### config.mk
export PLATFORM = sky130hd
export DESIGN_NAME = i2c_irq_reader
export DESIGN_NICKNAME = d
export VERILOG_FILES = /design/src/rtl/i2crd_pkg.sv /design/src/rtl/i2crd_datapath.sv /design/src/rtl/i2crd_control.sv /design/src/rtl/i2c_irq_reader.sv
export SDC_FILE = /design/constraint.sdc
export NUM_CORES = 1
export LEC_CHECK = 0
export BUFFER_PORTS_ARGS = -buffer_cell sky130_fd_sc_hd__clkbuf_2
export CAP_MARGIN = 5
export CORE_UTILIZATION = 50
export CTS_BUF_LIST = sky130_fd_sc_hd__clkbuf_16
export DETAILED_ROUTE_END_ITERATION = 8
export PLACE_DENSITY = 0.7
export SLEW_MARGIN = 20
export SYNTH_ARGS = -nofsm -noshare
export SYNTH_HDL_FRONTEND = slang
export SYNTH_SLANG_ARGS = --single-unit
### constraint.sdc
create_clock -name clk -period 2.84 [get_ports clk]
set_clock_uncertainty 0.05 [all_clocks]
set_input_delay 0.142 -clock clk [delete_from_list [all_inputs] [get_ports clk]]
set_output_delay 0.142 -clock clk [all_outputs]
set_load 0.005 [all_outputs]
### src/rtl/i2crd_pkg.sv
package i2crd_pkg;
  localparam int BYTE_W = 8;
  localparam int BIT_W  = $clog2(BYTE_W);

  typedef enum logic [2:0] {
    ST_IDLE, ST_START, ST_ADDR, ST_ADDRACK, ST_DATA, ST_DATAACK, ST_STOP
  } state_e;

  typedef struct packed {
    logic run;       // divider and phase counter active
    logic sclHigh;   // requested clock level
    logic sdaLow;    // requested data pull-down
    logic busCond;   // start or stop framing in progress
    logic shiftIn;   // capture a data bit
    logic loadByte;  // publish the assembled byte
    logic bitAdv;    // step the bit counter
  } ctrl_t;
endpackage

### src/rtl/i2crd_datapath.sv
module i2crd_datapath
  import i2crd_pkg::*;
#(
  parameter int DIV_W = 8
) (
  input  logic              clk,
  input  logic              rstN,
  input  ctrl_t             ctrl,
  input  logic [DIV_W-1:0]  quarterDiv,
  input  logic              sdaIn,
  output logic              tick,
  output logic [1:0]        phase,
  output logic [BIT_W-1:0]  bitCnt,
  output logic              sclOut,
  output logic              sdaDriveLow,
  output logic [BYTE_W-1:0] rxData,
  output logic              rxValid
);
  logic [DIV_W-1:0]  divCnt;
  logic [BYTE_W-1:0] shiftReg;

  assign tick = ctrl.run && (divCnt == quarterDiv);

  always_ff @(posedge clk or negedge rstN) begin
    if (!rstN) begin
      divCnt <= '0;
      phase  <= '0;
    end else if (!ctrl.run) begin
      divCnt <= '0;
      phase  <= '0;
    end else if (tick) begin
      divCnt <= '0;
      phase  <= phase + 2'd1;
    end else begin
      divCnt <= divCnt + 1'b1;
    end
  end

  always_ff @(posedge clk or negedge rstN) begin
    if (!rstN) bitCnt <= '0;
    else if (ctrl.bitAdv) bitCnt <= bitCnt + 1'b1;
  end

  always_ff @(posedge clk or negedge rstN) begin
    if (!rstN) begin
      shiftReg <= '0;
      rxData   <= '0;
      rxValid  <= 1'b0;
    end else begin
      if (ctrl.shiftIn) shiftReg <= {shiftReg[BYTE_W-2:0], sdaIn};
      rxValid <= ctrl.loadByte;
      if (ctrl.loadByte) rxData <= {shiftReg[BYTE_W-2:0], sdaIn};
    end
  end

  always_ff @(posedge clk or negedge rstN) begin
    if (!rstN) begin
      sclOut      <= 1'b1;
      sdaDriveLow <= 1'b0;
    end else begin
      sclOut      <= ctrl.sclHigh;
      sdaDriveLow <= ctrl.sdaLow;
    end
  end

  // an idle controller leaves both lines released
  p_idle_lines_r1: assert property (@(posedge clk) disable iff (!rstN)
    !ctrl.run |=> (sclOut && !sdaDriveLow));

  // a data edge under a high clock is only legal as start or stop framing
  p_sda_stable_r4: assert property (@(posedge clk) disable iff (!rstN)
    (sclOut && $past(sclOut) && (sdaDriveLow != $past(sdaDriveLow))) |-> $past(ctrl.busCond));

  // the byte strobe lasts a single cycle
  p_valid_pulse_r5: assert property (@(posedge clk) disable iff (!rstN)
    rxValid |=> !rxValid);
endmodule

### src/rtl/i2crd_control.sv
module i2crd_control
  import i2crd_pkg::*;
#(
  parameter logic [6:0] DEV_ADDR  = 7'h4A,
  parameter int         MAX_RETRY = 3
) (
  input  logic             clk,
  input  logic             rstN,
  input  logic             intReqN,
  input  logic             sdaIn,
  input  logic             tick,
  input  logic [1:0]       phase,
  input  logic [BIT_W-1:0] bitCnt,
  output ctrl_t            ctrl,
  output logic             addrError
);
  localparam int RETRY_W = $clog2(MAX_RETRY + 1);
  localparam logic [BYTE_W-1:0] ADDR_BYTE = {DEV_ADDR, 1'b1};
  localparam logic [BIT_W-1:0]  LAST_BIT  = BIT_W'(BYTE_W - 1);

  state_e             state;
  logic               ackOk;
  logic               moreReg;
  logic               restartReg;
  logic [RETRY_W-1:0] retryCnt;

  logic sampleNow, endOfBit, bitClkHigh;
  assign sampleNow  = tick && (phase == 2'd1);
  assign endOfBit   = tick && (phase == 2'd3);
  assign bitClkHigh = (phase == 2'd1) || (phase == 2'd2);

  always_comb begin
    ctrl          = '0;
    ctrl.run      = (state != ST_IDLE);
    ctrl.sclHigh  = bitClkHigh;
    ctrl.busCond  = (state == ST_START) || (state == ST_STOP);
    ctrl.bitAdv   = ((state == ST_ADDR) || (state == ST_DATA)) && endOfBit;
    ctrl.shiftIn  = (state == ST_DATA) && sampleNow;
    ctrl.loadByte = ctrl.shiftIn && (bitCnt == LAST_BIT);
    case (state)
      ST_IDLE:    ctrl.sclHigh = 1'b1;
      ST_START: begin
        ctrl.sclHigh = (phase != 2'd3);
        ctrl.sdaLow  = phase[1];
      end
      ST_ADDR:    ctrl.sdaLow = !ADDR_BYTE[LAST_BIT - bitCnt];
      ST_DATAACK: ctrl.sdaLow = moreReg;
      ST_STOP: begin
        ctrl.sclHigh = (phase != 2'd0);
        ctrl.sdaLow  = !phase[1];
      end
      default: ;
    endcase
  end

  always_ff @(posedge clk or negedge rstN) begin
    if (!rstN) begin
      state      <= ST_IDLE;
      ackOk      <= 1'b0;
      moreReg    <= 1'b0;
      restartReg <= 1'b0;
      retryCnt   <= '0;
      addrError  <= 1'b0;
    end else begin
      case (state)
        ST_IDLE:  if (!intReqN) state <= ST_START;
        ST_START: if (endOfBit) state <= ST_ADDR;
        ST_ADDR:  if (endOfBit && bitCnt == LAST_BIT) state <= ST_ADDRACK;
        ST_ADDRACK: begin
          if (sampleNow) ackOk <= !sdaIn;
          if (endOfBit) begin
            if (ackOk) begin
              retryCnt  <= '0;
              addrError <= 1'b0;
              state     <= ST_DATA;
            end else if (retryCnt == RETRY_W'(MAX_RETRY - 1)) begin
              retryCnt   <= '0;
              addrError  <= 1'b1;
              restartReg <= 1'b0;
              state      <= ST_STOP;
            end else begin
              retryCnt   <= retryCnt + 1'b1;
              restartReg <= 1'b1;
              state      <= ST_STOP;
            end
          end
        end
        ST_DATA: begin
          if (sampleNow && bitCnt == LAST_BIT) moreReg <= !intReqN;
          if (endOfBit && bitCnt == LAST_BIT) state <= ST_DATAACK;
        end
        ST_DATAACK: if (endOfBit) begin
          restartReg <= 1'b0;
          state      <= moreReg ? ST_DATA : ST_STOP;
        end
        ST_STOP:  if (endOfBit) state <= restartReg ? ST_START : ST_IDLE;
        default:  state <= ST_IDLE;
      endcase
    end
  end

  // the retry count never reaches its limit without resetting
  p_retry_bound_r8: assert property (@(posedge clk) disable iff (!rstN)
    retryCnt < RETRY_W'(MAX_RETRY));

  // the error flag only rises on the way out through a stop
  p_error_path_r8: assert property (@(posedge clk) disable iff (!rstN)
    $rose(addrError) |-> (state == ST_STOP));
endmodule

### src/rtl/i2c_irq_reader.sv
module i2c_irq_reader
  import i2crd_pkg::*;
#(
  parameter int         DIV_W     = 8,
  parameter logic [6:0] DEV_ADDR  = 7'h4A,
  parameter int         MAX_RETRY = 3
) (
  input  logic             clk,
  input  logic             rstN,
  input  logic [DIV_W-1:0] quarterDiv,
  input  logic             intReqN,
  input  logic             sdaIn,
  output logic             sclOut,
  output logic             sdaDriveLow,
  output logic [7:0]       rxData,
  output logic             rxValid,
  output logic             addrError
);
  ctrl_t            ctrl;
  logic             tick;
  logic [1:0]       phase;
  logic [BIT_W-1:0] bitCnt;

  i2crd_control #(.DEV_ADDR(DEV_ADDR), .MAX_RETRY(MAX_RETRY)) u_ctrl (
    .clk(clk), .rstN(rstN), .intReqN(intReqN), .sdaIn(sdaIn),
    .tick(tick), .phase(phase), .bitCnt(bitCnt),
    .ctrl(ctrl), .addrError(addrError)
  );

  i2crd_datapath #(.DIV_W(DIV_W)) u_dp (
    .clk(clk), .rstN(rstN), .ctrl(ctrl), .quarterDiv(quarterDiv), .sdaIn(sdaIn),
    .tick(tick), .phase(phase), .bitCnt(bitCnt),
    .sclOut(sclOut), .sdaDriveLow(sdaDriveLow), .rxData(rxData), .rxValid(rxValid)
  );
endmodule

==> flow_summary_export.csv, run 1 <==
group,metric,value,unit
outcome,outcome,"complete, but fails checks",
outcome,violations,"hold timing",
cts,clk_pin_slew,0.05,ns
global_routing,grt_overflow_total,0,
place,port_buffers,23,
drt,wirelength,3620,um
setup_path,r2r-start,"u_dp.divCnt[3]",
synthesis,syn_avg_cell_area,11.6,um^2
cts,cts_resized,0,
synthesis,ys.flop_type,"dfrtp_1",
drt,route.detailed.drc,0,
setup_path,reg2reg_slack,0.79,ns
setup_path,cp-start-kind,"register",
timing,finalSetupViolations,0,
synthesis,synthCells,174,
synthesis,synth_seq_cells,40,
setup_path,arrival,2.16,ns
timing,hold_slack,-0.0461,ns
power,power.density,665,nW/um^2
synthesis,synth_edf_count,0,
synthesis,synthArstFlopShare,100,%
timing,grt_setup_unrepaired,"no",
global_routing,grt_use_total,19.2,%
drt,avgRoutedWirePerCell,14.7,um
setup_path,worst_setup_path_end_kind,"register",
cts,cts_root_buf,"clkbuf_16",
synthesis,synth.distinct_cells,43,
cts,cts_htree_levels,2,
drt,via_count,1395,
power,power_frac_comb,18.8,%
flow_run,cap_violations,0,
synthesis,synth.net_count,192,
drt,drt-initial-drc-count,83,
layout,seq_area,1000,um^2
timing,fin_setup_tns,0,ns
cts,cts_buffers,5,
floorplanning,initial_utilization,53.4,%
global_routing,first_global_vias,1373,
global_routing,grt_pass1_wl,6200,um
layout,multi_input_area,932,um^2
floorplanning,fp.dieW,65.5,um
cts,cts_buffer_depth,2,
global_routing,grt_max_degree,41,
layout,drive_gt1_share,27.3,%
place,gp_congestion,0.823,
power,p_leak,1.14,nW
floorplanning,die_h,65.5,um
place,dp_hpwl,2570,um
drt,via_per_inst,5.67,
cts,holdBufCountCts,0,
floorplanning,coreArea,3770,um^2
global_routing,antenna_found_initial,0,
layout,final_common_cell,"dfrtp_1",
power,p_sw,438,uW
place,placed_area,2140,um^2
cts,clk_latency,0.28,ns
layout,final_cell_mix,"dfrtp_1 (39), clkbuf_2 (23), mux2_2 (19)",
layout,antenna_cells,0,
synthesis,yosys_warnings,0,
floorplanning,die_area,4290,um^2
setup_path,cp.required,2.95,ns
floorplanning,num_rows,22,
floorplanning,boundaryPins,24,
timing,tightest_slew,0.951,ns
power,p_int,1.08,mW
timing,fmax,489,MHz
timing,period_needed,2.05,ns
cts,clock_sinks,40,
cts,cts_setup_buffers,0,
setup_path,crit_type,"reg2reg",
setup_path,worstRegToRegCells,4,
timing,slew_violations,0,
timing,fin_crit_sh,72.0,%
power,p_clk_share,34.0,%
drt,firstDrtPassIters,4,
synthesis,synth.cell_area,2010,um^2
layout,fill_cells,306,
synthesis,ys_seq_area_share,49.8,%
layout,finalInstanceArea,2280,um^2
drt,ant_nets,0,
cts,tritoncts,"done",
setup_path,r2r-end,"u_dp.rxData[2]",
setup_path,path_max_fanout,13,
layout,syn2layout_area_growth,13.0,%
power,p_sw_share,28.9,%
power,max-vdd-ir-drop,0.551,mV
timing,hold_viol,39,
min_path,hp-class,"in2async",
power,power.share.sequential,47.2,%
layout,utilization,60.4,%
timing,slew_headroom,36.6,%
layout,fin_nets,216,
==> worst max-delay path, stage by stage, from the launching register on <==
cell and delay [ns]:
dfrtp_1 0.43, xnor2_1 0.23, and4_1 0.55, nand4_4 0.32, mux2_2 0.35
==> sequential cells by signal, indices dropped and copies added, names as in the netlist, 2 cells and up <==
name	cells
u_dp.shiftReg	7
u_ctrl.retryCnt	2
u_ctrl.state	3
u_dp.phase	2
u_dp.rxData	8
u_dp.divCnt	8
u_dp.bitCnt	3
==> Yosys cell counts (all sizes together), types with 2 or more instances <==
| library cell | count | share of area, % |
|---|---|---|
| a21oi | 6 | 1.5 |
| a22oi | 2 | 0.75 |
| and2 | 2 | 0.62 |
| and3 | 5 | 1.6 |
| and4 | 2 | 0.87 |
| buf | 5 | 2.1 |
| dfrtp | 39 | 48 |
| ha | 6 | 3.7 |
| inv | 9 | 1.7 |
| mux2 | 19 | 11 |
| mux2i | 3 | 1.5 |
| nand2 | 4 | 0.75 |
| nand2b | 2 | 0.62 |
| nand3 | 10 | 2.7 |
| nand4 | 7 | 2.9 |
| nor2 | 11 | 2.0 |
| nor2b | 3 | 0.93 |
| nor3 | 3 | 0.75 |
| o211ai | 2 | 0.75 |
| o21ai | 3 | 0.75 |
| xnor2 | 12 | 5.2 |
| xor2 | 3 | 1.3 |
==> metal layers <==
layer	wire, um	GRT usage, %	vias up
met1	1660	25.2	666
met3	229	4.86	10
met5	0	0	-
met2	1640	29.5	51
li1	-	-	668
met4	83	8.97	0
==> worst max-delay path by stage <==
stage                   start            endpoint  cells after the start
6_report       u_dp.divCnt[3]      u_dp.rxData[2]                      4
5_1_grt        u_dp.divCnt[3]      u_dp.rxData[6]                      4
4_1_cts        u_dp.divCnt[3]      u_dp.rxData[2]                      4
3_5_place_dp   u_dp.divCnt[3]      u_dp.rxData[2]                      4
3_3_place_gp   u_dp.divCnt[3]      u_dp.rxData[4]                      4
2_1_floorplan  u_dp.divCnt[3]  u_ctrl.retryCnt[0]                      4
==> through the flow <==
step | cells | hold WS [ns] | worst slack [ns] | power [mW]
floorplan | 174 | -0.204 | 1.10 | 0.955
global placement | 239 | 0.279 | 0.834 | 0.993
detailed placement | 239 | 0.300 | 0.824 | 1.01
CTS | 246 | 0.000166 | 0.804 | 1.53
global route | 246 | 0.0316 | 0.657 | 1.60
finish | 246 | -0.0461 | 0.794 | 1.52
==> power groups by stage <==
stage                     clock [mW]  combinational, mW  sequential (mW)
after global routing           0.548              0.321            0.731
after global placement             0              0.276            0.718
after floorplan                    0              0.246            0.709
after CTS                      0.528              0.286            0.715
final                          0.515              0.286            0.715
after detailed placement           0              0.284            0.725
==> logic make-up (layout without fill, tap and decap cells) <==
kind of cell	after synthesis	count (layout)	synth area share [%]
simple gates	52	52	15.6
flops	40	40	49.8
compound gates	23	23	7.83
mux	22	22	12.1
xor+xnor	15	15	6.52
buf+inv	15	39	3.97
fa+ha+maj	7	7	4.22
==> final cells by class <==
cell class	count	share of cell area (%)
clock buffers	5	5.49
multi-input cells	119	40.9
flip-flops and latches	40	44.0
repair buffers	23	5.05
well taps	48	2.64
inverters	9	1.48
clock inverters	2	0.385
(Power assumes the default switching activity.)
==> inputs of run 2 (changes only) <==
--- a/config.mk
+++ b/config.mk
@@ -5,12 +5,13 @@
 export SDC_FILE = /design/constraint.sdc
 export NUM_CORES = 1
 export LEC_CHECK = 0
+export ABC_AREA = 1
 export BUFFER_PORTS_ARGS = -buffer_cell sky130_fd_sc_hd__clkbuf_2
 export CAP_MARGIN = 5
 export CORE_UTILIZATION = 50
 export CTS_BUF_LIST = sky130_fd_sc_hd__clkbuf_16
 export DETAILED_ROUTE_END_ITERATION = 8
-export PLACE_DENSITY = 0.7
+export PLACE_DENSITY = 0.73
 export SLEW_MARGIN = 20
 export SYNTH_ARGS = -nofsm -noshare
 export SYNTH_HDL_FRONTEND = slang
==> constraint.sdc (replaced) <==
create_clock -name clk -period 1.76 [get_ports clk]
set_clock_uncertainty 0.05 [all_clocks]
set_input_delay 0.088 -clock clk [delete_from_list [all_inputs] [get_ports clk]]
set_output_delay 0.088 -clock clk [all_outputs]
set_load 0.005 [all_outputs]
==> run 2 against run 1 <==
The run now ends clean. First-iteration DRC count increased by 16%. Non-clock buffer count increased by 12. Via count increased by 26%. Critical endpoint is now u_dp.bitCnt[0]. Largest cell class unchanged. Highest routed layer unchanged.
==> flow_summary_export.csv, run 2 <==
group,metric,value,unit
synthesis,synthTopCellsByCount,"nand2_1 (100), dfrtp_1 (39), inv_1 (34), nor2_1 (20), nand3_1 (14)",
setup_path,cp-start-kind,"register",
floorplanning,coreArea,4000,um^2
synthesis,synth_edf_count,0,
synthesis,synth.cell_area,2080,um^2
floorplanning,fp.dieW,66.5,um
setup_path,crit_type,"reg2reg",
min_path,hp-class,"in2reg",
setup_path,startpoint,"u_dp.divCnt[6]",
place,gp_congestion,0.845,
setup_path,crit_slowest_cell,"dfrtp_1",
power,max-vdd-ir-drop,0.708,mV
setup_path,r2r-start,"u_dp.divCnt[6]",
layout,fin_nets,326,
place,placed_area,2280,um^2
synthesis,synth_most_common_cell,"nand2_1",
timing,fmax,613,MHz
timing,fin_crit_sh,92.7,%
synthesis,synth_top_cells_by_area,"dfrtp_1 (47%), nand2_1 (18%), inv_1 (6.1%), ha_1 (3.6%), nor2_1 (3.6%)",
synthesis,synth.net_count,286,
drt,wirelength,3940,um
outcome,outcome,"complete, no violations",
synthesis,synth.distinct_cells,30,
place,port_buffers,23,
drt,via_count,1761,
place,dp_hpwl,2740,um
synthesis,ys.flop_type,"dfrtp_1",
timing,period_needed,1.63,ns
setup_path,worst_setup_path_end_kind,"register",
layout,drive_gt1_share,19.7,%
min_path,worstHoldStart,"intReqN",
layout,final_common_cell,"nand2_1",
synthesis,synthArstFlopShare,100,%
cts,cts_root_buf,"clkbuf_16",
global_routing,antenna_found_initial,0,
global_routing,grt_pass1_wl,6570,um
floorplanning,boundaryPins,24,
layout,finalInstanceArea,2510,um^2
cts,cts_htree_levels,2,
floorplanning,num_rows,23,
drt,via_per_inst,4.91,
synthesis,synthCells,268,
timing,tightest_slew,0.509,ns
synthesis,ys_seq_area_share,48.1,%
setup_path,cp.required,1.87,ns
synthesis,synth_seq_cells,40,
timing,hold_viol,0,
layout,largestRegisters,"u_dp.divCnt: 8 flops, u_dp.rxData: 8 flops, u_dp.shiftReg: 7 flops",
setup_path,path_max_fanout,7,
drt,avgRoutedWirePerCell,11.0,um
timing,grt_setup_unrepaired,"yes",
timing,fin_setup_tns,0,ns
global_routing,grt_use_total,20.3,%
floorplanning,initial_utilization,52.0,%
cts,cts_buffer_depth,2,
cts,clock_sinks,40,
global_routing,grt_overflow_total,0,
setup_path,slowest_delay,0.41,ns
synthesis,yosys.area.top_type,"dfrtp_1",
cts,clk_latency,0.28,ns
synthesis,yosys_warnings,0,
global_routing,first_global_vias,1576,
setup_path,worstRegToRegCells,9,
timing,finalSetupViolations,0,
min_path,holdPathStages,4,
synthesis,syn_avg_cell_area,7.77,um^2
cts,tritoncts,"done",
layout,syn2layout_area_growth,20.6,%
setup_path,arrival,1.74,ns
cts,cts_buffers,5,
flow_run,cap_violations,0,
layout,antenna_cells,0,
drt,ant_nets,0,
cts,clk_pin_slew,0.06,ns
drt,route.detailed.drc,0,
layout,final_cell_mix,"nand2_1 (96), dfrtp_1 (38), inv_1 (34)",
power,power.density,1060,nW/um^2
setup_path,reg2reg_slack,0.13,ns
setup_path,worstPathCellList,"nand2_1, nand2_1, nor2_2, nand2_2, nor2_4, nand2_4, nor2_4, nand2_2, xnor2_1",
global_routing,grt_max_degree,41,
timing,slew_violations,0,
drt,firstDrtPassIters,4,
layout,utilization,62.7,%
power,p_leak,1.39,nW
floorplanning,die_h,66.5,um
floorplanning,die_area,4430,um^2
timing,slew_headroom,66.1,%
drt,drt-initial-drc-count,96,
synthesis,synth.top_cell.area_share,46.9,%
==> run 2: cell count changes in the layout (fill, tap and decap cells not counted), sizes merged, moves of 8 or more <==
cell,previous run,this run
buf,0,10
o21ai,3,11
mux2,19,0
xnor2,12,1
nand2,4,102
nor2,11,24
inv,10,39
==> run 2: where the power goes <==
part | internal, mW | switching (mW) | leakage (nW)
clock network | 0.519 | 0.347 | 0.0635
logic | 0.247 | 0.451 | 0.782
registers | 1.02 | 0.0864 | 0.546
total | 1.79 | 0.884 | 1.39
==> run 2: final timing paths <==
path                                   endpoint
max in group asynchronous       u_ctrl.state[0]
worst min-delay path             u_ctrl.moreReg
min in group asynchronous          u_dp.rxValid
worst min register to register   u_dp.rxData[3]
worst max register to register   u_dp.bitCnt[0]
worst max-delay path             u_dp.bitCnt[0]
==> run 2: repair_timing <==
action                                  CTS  global route
hold buffers                              2             0
gates resized for setup                   0             8
pin swaps                                 1             2
endpoints found under the hold margin    40             0
endpoints found under the setup margin    2            31
setup buffers                             1             3
cloned                                    1             0
==> run 2: final cells by class <==
type / instances / area, um^2
Multi-Input combinational cell: 186 / 936
Fill cell: 343 / 1490
Clock inverter: 3 / 18.8
Clock buffer: 5 / 125
Timing Repair Buffer: 35 / 210
Inverter: 40 / 154
Sequential cell: 40 / 1000
Tap cell: 50 / 62.6
==> run 2: through the flow <==
stage	power, mW	worst slack, ns	std cells	hold WS (ns)
finish	2.67	0.129	359	0.0614
global route	2.87	-0.0118	359	0.0810
CTS	2.69	0.0208	356	0.0515
detailed placement	1.80	0.00401	344	0.130
global placement	1.79	0.0899	344	0.122
floorplan	1.59	0.285	268	-0.258
==> run 2: layer usage <==
layer	GRT usage, %	routed length (um)	vias to the layer above
li1	-	-	929
met1	25.9	1920	796
met2	32.0	1810	30
met3	5.82	141	6
met4	8.78	71	0
met5	0	0	-
==> run 2: critical path: cells and delay by family, from the launching register on <==
family | cells | cell delay (ns)
xor+xnor | 1 | 0.14
flops | 1 | 0.41
simple gates | 8 | 0.91
==> run 2: cells by family (layout without fill, tap and decap cells) <==
logic type,after synthesis,after routing,share of synthesized area (%)
flip-flops,40,40,48.1
AO/OA/AOI/OAI,21,21,5.83
buffers and inverters,43,83,8.17
XOR/XNOR,3,3,1.26
AND/OR/NAND/NOR,155,156,33.0
adder cells (fa/ha/maj),6,6,3.61
